==> config.mk <==
export PLATFORM = sky130hd
export DESIGN_NAME = ilace_sync_gen
export DESIGN_NICKNAME = d
export VERILOG_FILES = /design/src/rtl/isg_pkg.sv /design/src/rtl/isg_phase.sv /design/src/rtl/isg_counters.sv /design/src/rtl/isg_field_fsm.sv /design/src/rtl/isg_sync_decode.sv /design/src/rtl/ilace_sync_gen.sv
export SDC_FILE = /design/constraint.sdc
export NUM_CORES = 1
export LEC_CHECK = 0
export ABC_AREA = 1
export CORE_ASPECT_RATIO = 0.7
export CORE_UTILIZATION = 40
export DETAILED_ROUTE_END_ITERATION = 12
export GPL_ROUTABILITY_DRIVEN = 0
export HOLD_SLACK_MARGIN = 0.06
export PLACE_DENSITY_LB_ADDON = 0.08
export SLEW_MARGIN = 20
export SYNTH_ARGS = -nofsm -noshare
export SYNTH_HDL_FRONTEND = slang
export SYNTH_HIERARCHICAL = 1
export SYNTH_SLANG_ARGS = --single-unit
==> constraint.sdc <==
create_clock -name clk -period 4.7 [get_ports clk]
set_clock_uncertainty 0.15 [all_clocks]
set_input_delay 0.94 -clock clk [delete_from_list [all_inputs] [get_ports clk]]
set_output_delay 0.94 -clock clk [all_outputs]
set_load 0.01 [all_outputs]
==> src/rtl/isg_pkg.sv <==
package isg_pkg;
    // Mode pin encoding; the raster geometry decodes these values.
    typedef enum logic [1:0] {
        MODE_SLEEP = 2'b00,
        MODE_PAL60 = 2'b01,
        MODE_PAL   = 2'b10,
        MODE_NTSC  = 2'b11
    } vmode_e;

    // Field tracking states.
    typedef enum logic [1:0] {
        FS_SLEEP = 2'b00,
        FS_ODD   = 2'b01,
        FS_EVEN  = 2'b10
    } fstate_e;
endpackage

==> src/rtl/isg_phase.sv <==
module isg_phase (
    input  logic clk,
    input  logic rst,
    output logic pix_en
);
    // Divides the double-pixel clock into a one-in-two enable; never stops.
    always_ff @(posedge clk) begin
        if (rst) pix_en <= 1'b0;
        else     pix_en <= ~pix_en;
    end
endmodule

==> src/rtl/isg_counters.sv <==
module isg_counters #(
    parameter int HW = 10,
    parameter int LW = 10
) (
    input  logic          clk,
    input  logic          rst,
    input  logic          adv,
    input  logic [HW-1:0] h_max,
    input  logic [LW-1:0] v_max,
    output logic [HW-1:0] h_pos,
    output logic [LW-1:0] line_num,
    output logic          line_end,
    output logic          frame_end
);
    always_comb begin
        line_end  = (h_pos == h_max - HW'(1));
        frame_end = line_end && (line_num == v_max);
    end

    always_ff @(posedge clk) begin
        if (rst) begin
            h_pos    <= '0;
            line_num <= LW'(1);
        end else if (adv) begin
            if (line_end) begin
                h_pos    <= '0;
                line_num <= frame_end ? LW'(1) : line_num + LW'(1);
            end else begin
                h_pos <= h_pos + HW'(1);
            end
        end
    end


    hold_chk: assert property (@(posedge clk) disable iff (rst)
        !adv |=> $stable(h_pos));


    hpos_range_chk: assert property (@(posedge clk) disable iff (rst)
        h_pos < h_max);
endmodule

==> src/rtl/isg_field_fsm.sv <==
module isg_field_fsm #(
    parameter int LW = 10
) (
    input  logic            clk,
    input  logic            rst,
    input  isg_pkg::vmode_e mode_in,
    input  logic            tick,
    input  logic            line_end,
    input  logic            frame_end,
    input  logic [LW-1:0]   line_num,
    input  logic [LW-1:0]   f2_line,
    output isg_pkg::vmode_e cur_mode,
    output logic            run,
    output logic            field_even
);
    import isg_pkg::*;

    fstate_e state, nxt;
    logic    load;

    // Next-state logic.
    always_comb begin
        nxt  = state;
        load = 1'b0;
        unique case (state)
            FS_SLEEP: begin
                if (tick && mode_in != MODE_SLEEP) begin
                    nxt  = FS_ODD;
                    load = 1'b1;
                end
            end
            FS_ODD: begin
                if (tick && line_end && line_num == f2_line - LW'(1))
                    nxt = FS_EVEN;
            end
            FS_EVEN: begin
                if (tick && frame_end) begin
                    load = 1'b1;
                    nxt  = (mode_in == MODE_SLEEP) ? FS_SLEEP : FS_ODD;
                end
            end
            default: nxt = FS_ODD;
        endcase
    end

    // State register.
    always_ff @(posedge clk) begin
        if (rst) begin
            state    <= (mode_in == MODE_SLEEP) ? FS_SLEEP : FS_ODD;
            cur_mode <= mode_in;
        end else begin
            state <= nxt;
            if (load) cur_mode <= mode_in;
        end
    end

    // Outputs.
    always_comb begin
        run        = (state != FS_SLEEP);
        field_even = (state == FS_EVEN);
    end


    mode_hold_chk: assert property (@(posedge clk) disable iff (rst)
        (state != FS_SLEEP && !(tick && frame_end)) |=> $stable(cur_mode));


    even_entry_chk: assert property (@(posedge clk) disable iff (rst)
        $rose(field_even) |-> (line_num == f2_line));
endmodule

==> src/rtl/isg_sync_decode.sv <==
module isg_sync_decode #(
    parameter int HW       = 10,
    parameter int LW       = 10,
    parameter int HS_PIX   = 32,
    parameter int VS_LINES = 2
) (
    input  logic          clk,
    input  logic          rst,
    input  logic          run,
    input  logic          field_even,
    input  logic [HW-1:0] h_pos,
    input  logic [LW-1:0] line_num,
    input  logic [HW-1:0] h_half,
    input  logic [LW-1:0] vs_odd_line,
    input  logic [LW-1:0] vs_even_line,
    output logic          hsync_n,
    output logic          vsync_n
);
    logic hs_act, vs_act, vs_odd_win, vs_even_win;

    always_comb begin
        vs_odd_win  = (line_num >= vs_odd_line) &&
                      (line_num <  vs_odd_line + LW'(VS_LINES));
        vs_even_win = ((line_num == vs_even_line) && (h_pos >= h_half)) ||
                      ((line_num >  vs_even_line) &&
                       (line_num <  vs_even_line + LW'(VS_LINES))) ||
                      ((line_num == vs_even_line + LW'(VS_LINES)) && (h_pos < h_half));
        hs_act = run && (h_pos < HW'(HS_PIX));
        vs_act = run && (field_even ? vs_even_win : vs_odd_win);
    end

    always_ff @(posedge clk) begin
        if (rst) begin
            hsync_n <= 1'b1;
            vsync_n <= 1'b1;
        end else begin
            hsync_n <= ~hs_act;
            vsync_n <= ~vs_act;
        end
    end


    sleep_quiet_chk: assert property (@(posedge clk) disable iff (rst)
        !run |=> (hsync_n && vsync_n));


    hs_phase_chk: assert property (@(posedge clk) disable iff (rst)
        $fell(hsync_n) |-> ($past(h_pos) == '0));
endmodule

==> src/rtl/ilace_sync_gen.sv <==
module ilace_sync_gen #(
    parameter int H_NTSC      = 858,
    parameter int H_PAL       = 864,
    parameter int V_NTSC      = 525,
    parameter int V_PAL       = 625,
    parameter int HS_PIX      = 32,
    parameter int VS_LINES    = 2,
    parameter int VS_ODD_NTSC = 4,
    parameter int VS_ODD_PAL  = 1,
    localparam int HW = $clog2(((H_PAL > H_NTSC) ? H_PAL : H_NTSC) + 1),
    localparam int LW = $clog2(((V_PAL > V_NTSC) ? V_PAL : V_NTSC) + 1)
) (
    input  logic          clk,
    input  logic          rst,
    input  logic [1:0]    mode,
    output logic          pix_en,
    output logic          hsync_n,
    output logic          vsync_n,
    output logic [HW-1:0] h_pos,
    output logic [LW-1:0] line_num,
    output logic          field_even
);
    import isg_pkg::*;

    localparam int F2_NTSC = (V_NTSC + 1) / 2;
    localparam int F2_PAL  = (V_PAL + 1) / 2;
    localparam int VE_NTSC = F2_NTSC + VS_ODD_NTSC - 1;
    localparam int VE_PAL  = F2_PAL + VS_ODD_PAL - 1;

    vmode_e        cur_mode;
    logic          run, adv, line_end, frame_end;
    logic [HW-1:0] h_max, h_half;
    logic [LW-1:0] v_max, f2_line, vo_line, ve_line;

    // Raster geometry of the mode latched at the last frame wrap.
    always_comb begin
        if (cur_mode == MODE_PAL) begin
            h_max   = HW'(H_PAL);
            h_half  = HW'(H_PAL / 2);
            v_max   = LW'(V_PAL);
            f2_line = LW'(F2_PAL);
            vo_line = LW'(VS_ODD_PAL);
            ve_line = LW'(VE_PAL);
        end else begin
            h_max   = HW'(H_NTSC);
            h_half  = HW'(H_NTSC / 2);
            v_max   = LW'(V_NTSC);
            f2_line = LW'(F2_NTSC);
            vo_line = LW'(VS_ODD_NTSC);
            ve_line = LW'(VE_NTSC);
        end
        adv = pix_en && run;
    end

    isg_phase u_phase (
        .clk    (clk),
        .rst    (rst),
        .pix_en (pix_en)
    );

    isg_counters #(.HW(HW), .LW(LW)) u_ctr (
        .clk       (clk),
        .rst       (rst),
        .adv       (adv),
        .h_max     (h_max),
        .v_max     (v_max),
        .h_pos     (h_pos),
        .line_num  (line_num),
        .line_end  (line_end),
        .frame_end (frame_end)
    );

    isg_field_fsm #(.LW(LW)) u_fsm (
        .clk        (clk),
        .rst        (rst),
        .mode_in    (vmode_e'(mode)),
        .tick       (pix_en),
        .line_end   (line_end),
        .frame_end  (frame_end),
        .line_num   (line_num),
        .f2_line    (f2_line),
        .cur_mode   (cur_mode),
        .run        (run),
        .field_even (field_even)
    );

    isg_sync_decode #(.HW(HW), .LW(LW), .HS_PIX(HS_PIX), .VS_LINES(VS_LINES)) u_dec (
        .clk          (clk),
        .rst          (rst),
        .run          (run),
        .field_even   (field_even),
        .h_pos        (h_pos),
        .line_num     (line_num),
        .h_half       (h_half),
        .vs_odd_line  (vo_line),
        .vs_even_line (ve_line),
        .hsync_n      (hsync_n),
        .vsync_n      (vsync_n)
    );
endmodule

==> impl_metrics.yaml, run 1 <==
status:
  status: "completed"
clocking:
  clock_path_buffers: 2
  cts_setup_buffers: 0
  holdBufCountCts: 0
  cts_tree: "built"
  clkSinkCount: 27
  cts_resized: 0
  clkLatencyLatePin_ns: 0.26
  cts_made_buffers: 3
  cts_root_buf: "clkbuf_16"
  cts_max_level: 1
  clk_pin_slew_ns: 0.07
cells_and_area:
  syn_to_final_growth_pct: 19.88
  drive_gt1_share_pct: 6.941
  fin_nets: 837
  mostFrequentLayoutCells: "192 x nand2_1, 127 x inv_1, 78 x conb_1, 76 x nor2_1, 54 x ha_1"
  final_common_cell: "nand2_1"
  post-route-cell-area_mm2: 0.004813
  num_antenna_cells: 0
synth:
  yosysWarnings: 6
  yosysTopAreaCellShare_pct: 17.95
  syn-cell-area_mm2: 0.004015
  synth_area_leaders: "nand2_1 18%, ha_1 17%, inv_1 12%"
  synth_top_area_cell: "nand2_1"
  syn_area_per_cell_um2: 5.984
  synth.distinct_cells: 36
  synth_ff_type: "dfxtp_1"
  ys_seq_area_share_pct: 14.46
  async_flop_share_pct: 0
  syn_inst: 671
  ys_ff_latch: 27
  synth_edf_count: 4
drt:
  routedLengthMet1_um: 5484
  drtIter0Drc: 181
  wl_per_cell_um: 11.16
  vias: 4009
  drt-total-wl_um: 10110
  drc: 0
  ant_nets: 0
  drt-pass1-iter-count: 4
  post_drt_via_cell_ratio: 4.425
  highest_layer: "met4"
  wl_met3_um: 457
  wl_met2_um: 4154
timing:
  relSlewSlack_pct: 54.82
  grt_setup_unrepaired: "no"
  setup_viol: 0
  hold_viol: 0
  setup-tns-final_ns: 0
  maxSlewViolCount: 0
  fmaxAchievable_ghz: 0.2983
  period_share_pct: 71.32
  fin_crit_ns: 3.352
  worstMarginPinSlew_ns: 0.6768
pwr:
  leakagePower_nw: 2.695
  powerDensity_mw_per_mm2: 149.5
  ir_drop_mv: 0.1480
place:
  io_buffer_count: 27
  hpwlAfterDp_um: 8240
  placedInstanceArea_mm2: 0.004735
critical_path:
  crit_fanout: 17
  crit_type: "reg2reg"
  crit_path_end_kind: "flop"
  crit_required_ns: 4.52
  arrival_ns: 3.17
  start_kind: "flop"
die:
  num_io_pins: 28
  die_height_um: 85.83
  die_x_um: 121.8
  start_util_pct: 41.30
  core_area_mm2: 0.009722
  fp.dieArea_mm2: 0.01045
  num_rows: 30
global_routing:
  overflow: 0
  grt_pass1_vias: 3612
  grt_max_degree: 29
  grt_pass1_wl_um: 16910
  antenna_found_initial: 0
  grt_usage_pct: 20.41
worst_hold_path:
  hp-class: "reg2reg"
flow_run:
  max-cap-violations: 0
## Yosys cell counts, types with 2 or more instances
master	count
edfxtp_1	4
nand2_1	192
nand3_2	3
dfxtp_1	23
a31oi_1	2
ha_1	54
nor3_4	2
xnor2_1	10
a21oi_1	22
nand4_1	21
nor2_2	10
nand3b_1	2
nor3_1	5
nand2_2	10
a21o_1	2
nor2_1	76
o22ai_1	2
o211ai_1	2
conb_1	2
inv_1	127
inv_2	8
nand3_1	37
nor3_2	4
a21oi_2	4
or2_2	4
xor2_1	25
o21ai_0	9
## power by group
group	switching (mW)	internal (mW)	total (mW)
clock network	0.0841	0.116	0.200
registers	0.0123	0.254	0.266
logic	0.165	0.0885	0.253
## cell type report
type,instances,area [µm²]
clock buffer,4,78.83
timing repair buffer,30,292.8
fill,1023,4908
multi-input combinational,582,3194
tap,128,160.2
sequential,27,580.6
inverter,135,506.7
## through the flow
stage                     total power [mW]  worst slack (ns)  util, %  instances  hold WS, ns
after floorplan                     0.4535             1.448        -        747       0.3461
after global placement              0.5142             1.470    48.70        902       0.3425
after detailed placement            0.5194             1.330    48.70        902       0.3536
after CTS                           0.7198             1.312    49.51        906       0.3715
after global routing                0.7804            0.9515    49.51        906       0.3994
final                               0.7194             1.348    49.51        906       0.3668
## per-layer routing
metal / vias up / GRT usage (%)
met2: 67 / 32.05
met3: 2 / 2.194
met4: 0 / 2.357
met1: 1716 / 30.50
met5: - / 0
li1: 2224 / -
## flip-flops by register name (all words and copies together), names as in the netlist
register,count
u_ctr/h_pos,10
u_ctr/line_num,10
u_dec/hsync_n,1
u_dec/vsync_n,1
u_fsm/cur_mode,2
u_fsm/state,2
u_phase/pix_en,1
## cells by family after synthesis
group | after synthesis | synth area share [%]
fa+ha+maj | 54 | 16.83
other cells | 2 | 0.1870
simple gates | 369 | 41.17
flops | 27 | 14.46
compound gates | 46 | 6.637
xor+xnor | 35 | 7.635
buf+inv | 138 | 13.09
## worst max-delay path: stages (launching register included)
cell	delay, ns
edfxtp_1	0.40
inv_1	0.07
nand2_1	0.37
inv_1	0.20
ha_1	0.26
inv_1	0.07
nand2_1	0.08
nand3_1	0.06
nand2_1	0.10
nand3_1	0.08
nor2_1	0.13
nand2_2	0.11
nor2_8	0.16
nand2_1	0.08
nor2_1	0.10
nand3_1	0.08
nor2_1	0.09
nand2_1	0.06
nor2_2	0.09
nand2_1	0.05
nor2_1	0.08
nor2_1	0.04
nor2_1	0.14
## worst paths after layout
kind,start,to,slack (ns),cells past startpoint
max,u_fsm/cur_mode[0]$_DFFE_PP_,u_fsm/state[0]$_DFFE_PP_,1.35,22
min,u_phase/pix_en$_SDFF_PP0_,u_phase/pix_en$_SDFF_PP0_,0.37,1
max reg2reg,u_fsm/cur_mode[0]$_DFFE_PP_,u_fsm/state[0]$_DFFE_PP_,1.35,22
min reg2reg,u_phase/pix_en$_SDFF_PP0_,u_phase/pix_en$_SDFF_PP0_,0.37,1
(Power assumes the default switching activity.)
==> inputs of run 2 (changes only) <==
==> constraint.sdc (replaced) <==
create_clock -name clk -period 3 [get_ports clk]
set_clock_uncertainty 0.15 [all_clocks]
set_input_delay 0.6 -clock clk [delete_from_list [all_inputs] [get_ports clk]]
set_output_delay 0.6 -clock clk [all_outputs]
set_load 0.01 [all_outputs]
==> run 2 against run 1 <==
Effect of this change: die area is the same; sequential share of layout area decreased by 0.41 points; critical path type unchanged; non-clock buffer count is 17 higher; register-to-register slack got worse by 1.1 ns; fmax is 21% higher; first-iteration DRC count grew 31%; final cell count increased by 1.9%; combinational power rose by 68%; cell area up 3.5%; flip-flop and latch count stayed put; largest cell class unchanged; highest routed layer unchanged; sequential power grew 58%; largest power group is now combinational cells.
==> impl_metrics.yaml, run 2 (same netlist as run 1, synthesis figures left out) <==
status:
  status: "completed"
cells_and_area:
  drive_gt1_share_pct: 9.686
  final_common_cell: "nand2_1"
  num_antenna_cells: 0
  final_core_util_pct: 51.26
  reg_top3: "u_ctr/h_pos x10, u_ctr/line_num x10"
  syn_to_final_growth_pct: 24.12
  n_fill_cell: 993
  fin_nets: 854
  ff_latch_area_um2: 580.6
  mostFrequentLayoutCells: "191 x nand2_1, 124 x inv_1, 78 x conb_1, 75 x nor2_1, 53 x ha_1"
  multi_input_area_mm2: 0.003222
timing:
  fin_ws_ns: 0.2382
  relSlewSlack_pct: 56.07
  setup-tns-final_ns: 0
  setup_viol: 0
  fin_crit_ns: 2.762
  fmaxAchievable_ghz: 0.3621
  hold_viol: 0
  worstMarginPinSlew_ns: 0.6581
  period_share_pct: 92.06
  maxSlewViolCount: 0
  hold_ws_ns: 0.3815
place:
  io_buffer_count: 27
  place_ws_ns: 0.1627
  hpwlAfterDp_um: 8643
global_routing:
  grt_pass1_vias: 3782
  grt_pass1_wl_um: 17980
  overflow: 0
  antenna_found_initial: 0
  grt_usage_pct: 21.79
  grt_max_degree: 20
critical_path:
  crit_required_ns: 2.82
  cpMaxStageDelayCell: "edfxtp_1"
  start_kind: "flop"
  crit_chain: "buf_4, nor2_4, inv_1, nand2_1, nand2_1, nand2_1, nand4_1, inv_1, nand2_2, nor2_8, nand2_1, nor2_1, nand3_1, nor2_1, nand2_1, nor2_2, nand2_1, nor2_2, nor2_1, nor2_1"
  max_stage_delay_ns: 0.41
  cpMostUsedCell: "nand2_1"
  crit_fanout: 5
  crit_path_end_kind: "flop"
  crit_family: "simple AND/OR/NAND/NOR gates"
  arrival_ns: 2.58
  cp_num_buf_inv: 3
  crit_type: "reg2reg"
drt:
  drc: 0
  vias: 4110
  drtIter0Drc: 237
  post_drt_via_cell_ratio: 4.453
  drt-pass1-iter-count: 5
  ant_nets: 0
  wl_per_cell_um: 11.56
  drt-total-wl_um: 10670
pwr:
  leakagePower_nw: 2.792
  powerDensity_mw_per_mm2: 234.2
  ir_drop_mv: 0.2065
clocking:
  clock_path_buffers: 2
  holdBufCountCts: 0
  cts_made_buffers: 3
  cts_max_level: 1
  clkSinkCount: 27
  cts_root_buf: "clkbuf_16"
  clkLatencyLatePin_ns: 0.27
  clk_pin_slew_ns: 0.07
  cts_tree: "built"
die:
  num_io_pins: 28
  die_x_um: 121.8
  core_area_mm2: 0.009722
  num_rows: 30
  fp.dieArea_mm2: 0.01045
  start_util_pct: 41.30
  die_height_um: 85.83
flow_run:
  max-cap-violations: 0
worst_hold_path:
  hp-class: "reg2reg"
==> run 2: cell type report <==
| cell class | count | share of cell area [%] |
|---|---|---|
| well taps | 128 | 3.214 |
| multi-input cells | 582 | 64.65 |
| inverters | 135 | 10.22 |
| repair buffers | 47 | 8.687 |
| flip-flops and latches | 27 | 11.65 |
| clock buffers | 4 | 1.582 |
==> run 2: through the flow <==
step | std cells | cell area, µm² | power (mW)
finish | 923 | 4984 | 1.167
global route | 923 | 4984 | 1.261
CTS | 920 | 4931 | 1.153
detailed placement | 916 | 4852 | 0.8292
global placement | 916 | 4852 | 0.8205
floorplan | 747 | 4313 | 0.7129
==> run 2: report_power, final <==
group	internal (mW)	switching, mW
combinational	0.154	0.271
sequential	0.398	0.0222
clock	0.183	0.139
total	0.735	0.433
==> run 2: path summary, 6_finish.rpt <==
kind | start | to | slack (ns) | cells after the start
max | u_fsm/cur_mode[0]$_DFFE_PP_ | u_fsm/state[0]$_DFFE_PP_ | 0.24 | 20
min | u_phase/pix_en$_SDFF_PP0_ | u_phase/pix_en$_SDFF_PP0_ | 0.38 | 1
max reg2reg | u_fsm/cur_mode[0]$_DFFE_PP_ | u_fsm/state[0]$_DFFE_PP_ | 0.24 | 20
min reg2reg | u_phase/pix_en$_SDFF_PP0_ | u_phase/pix_en$_SDFF_PP0_ | 0.38 | 1
==> run 2: repair_timing <==
item,in CTS,in global routing
resized for setup,0,10
endpoints found under the hold margin,0,0
setup buffers,0,3
setup endpoints to repair,0,2
==> run 2: routing by layer <==
metal	vias up	part of all wire (%)	GRT usage, %
met5	-	0	0
met4	0	0.32	1.347
met3	4	4.3	2.527
met2	77	42	34.82
met1	1764	54	32.38
li1	2265	-	-
==> inputs of run 3 (changes only) <==
--- a/config.mk
+++ b/config.mk
@@ -8,10 +8,12 @@
 export ABC_AREA = 1
 export CORE_ASPECT_RATIO = 0.7
 export CORE_UTILIZATION = 40
+export CTS_CLUSTER_DIAMETER = 80
 export DETAILED_ROUTE_END_ITERATION = 12
 export GPL_ROUTABILITY_DRIVEN = 0
-export HOLD_SLACK_MARGIN = 0.06
+export HOLD_SLACK_MARGIN = 0.1
 export PLACE_DENSITY_LB_ADDON = 0.08
+export SKIP_LAST_GASP = 1
 export SLEW_MARGIN = 20
 export SYNTH_ARGS = -nofsm -noshare
 export SYNTH_HDL_FRONTEND = slang
==> results of run 3 <==
No change in the layout: final DEF, timing and power equal those of run 2.
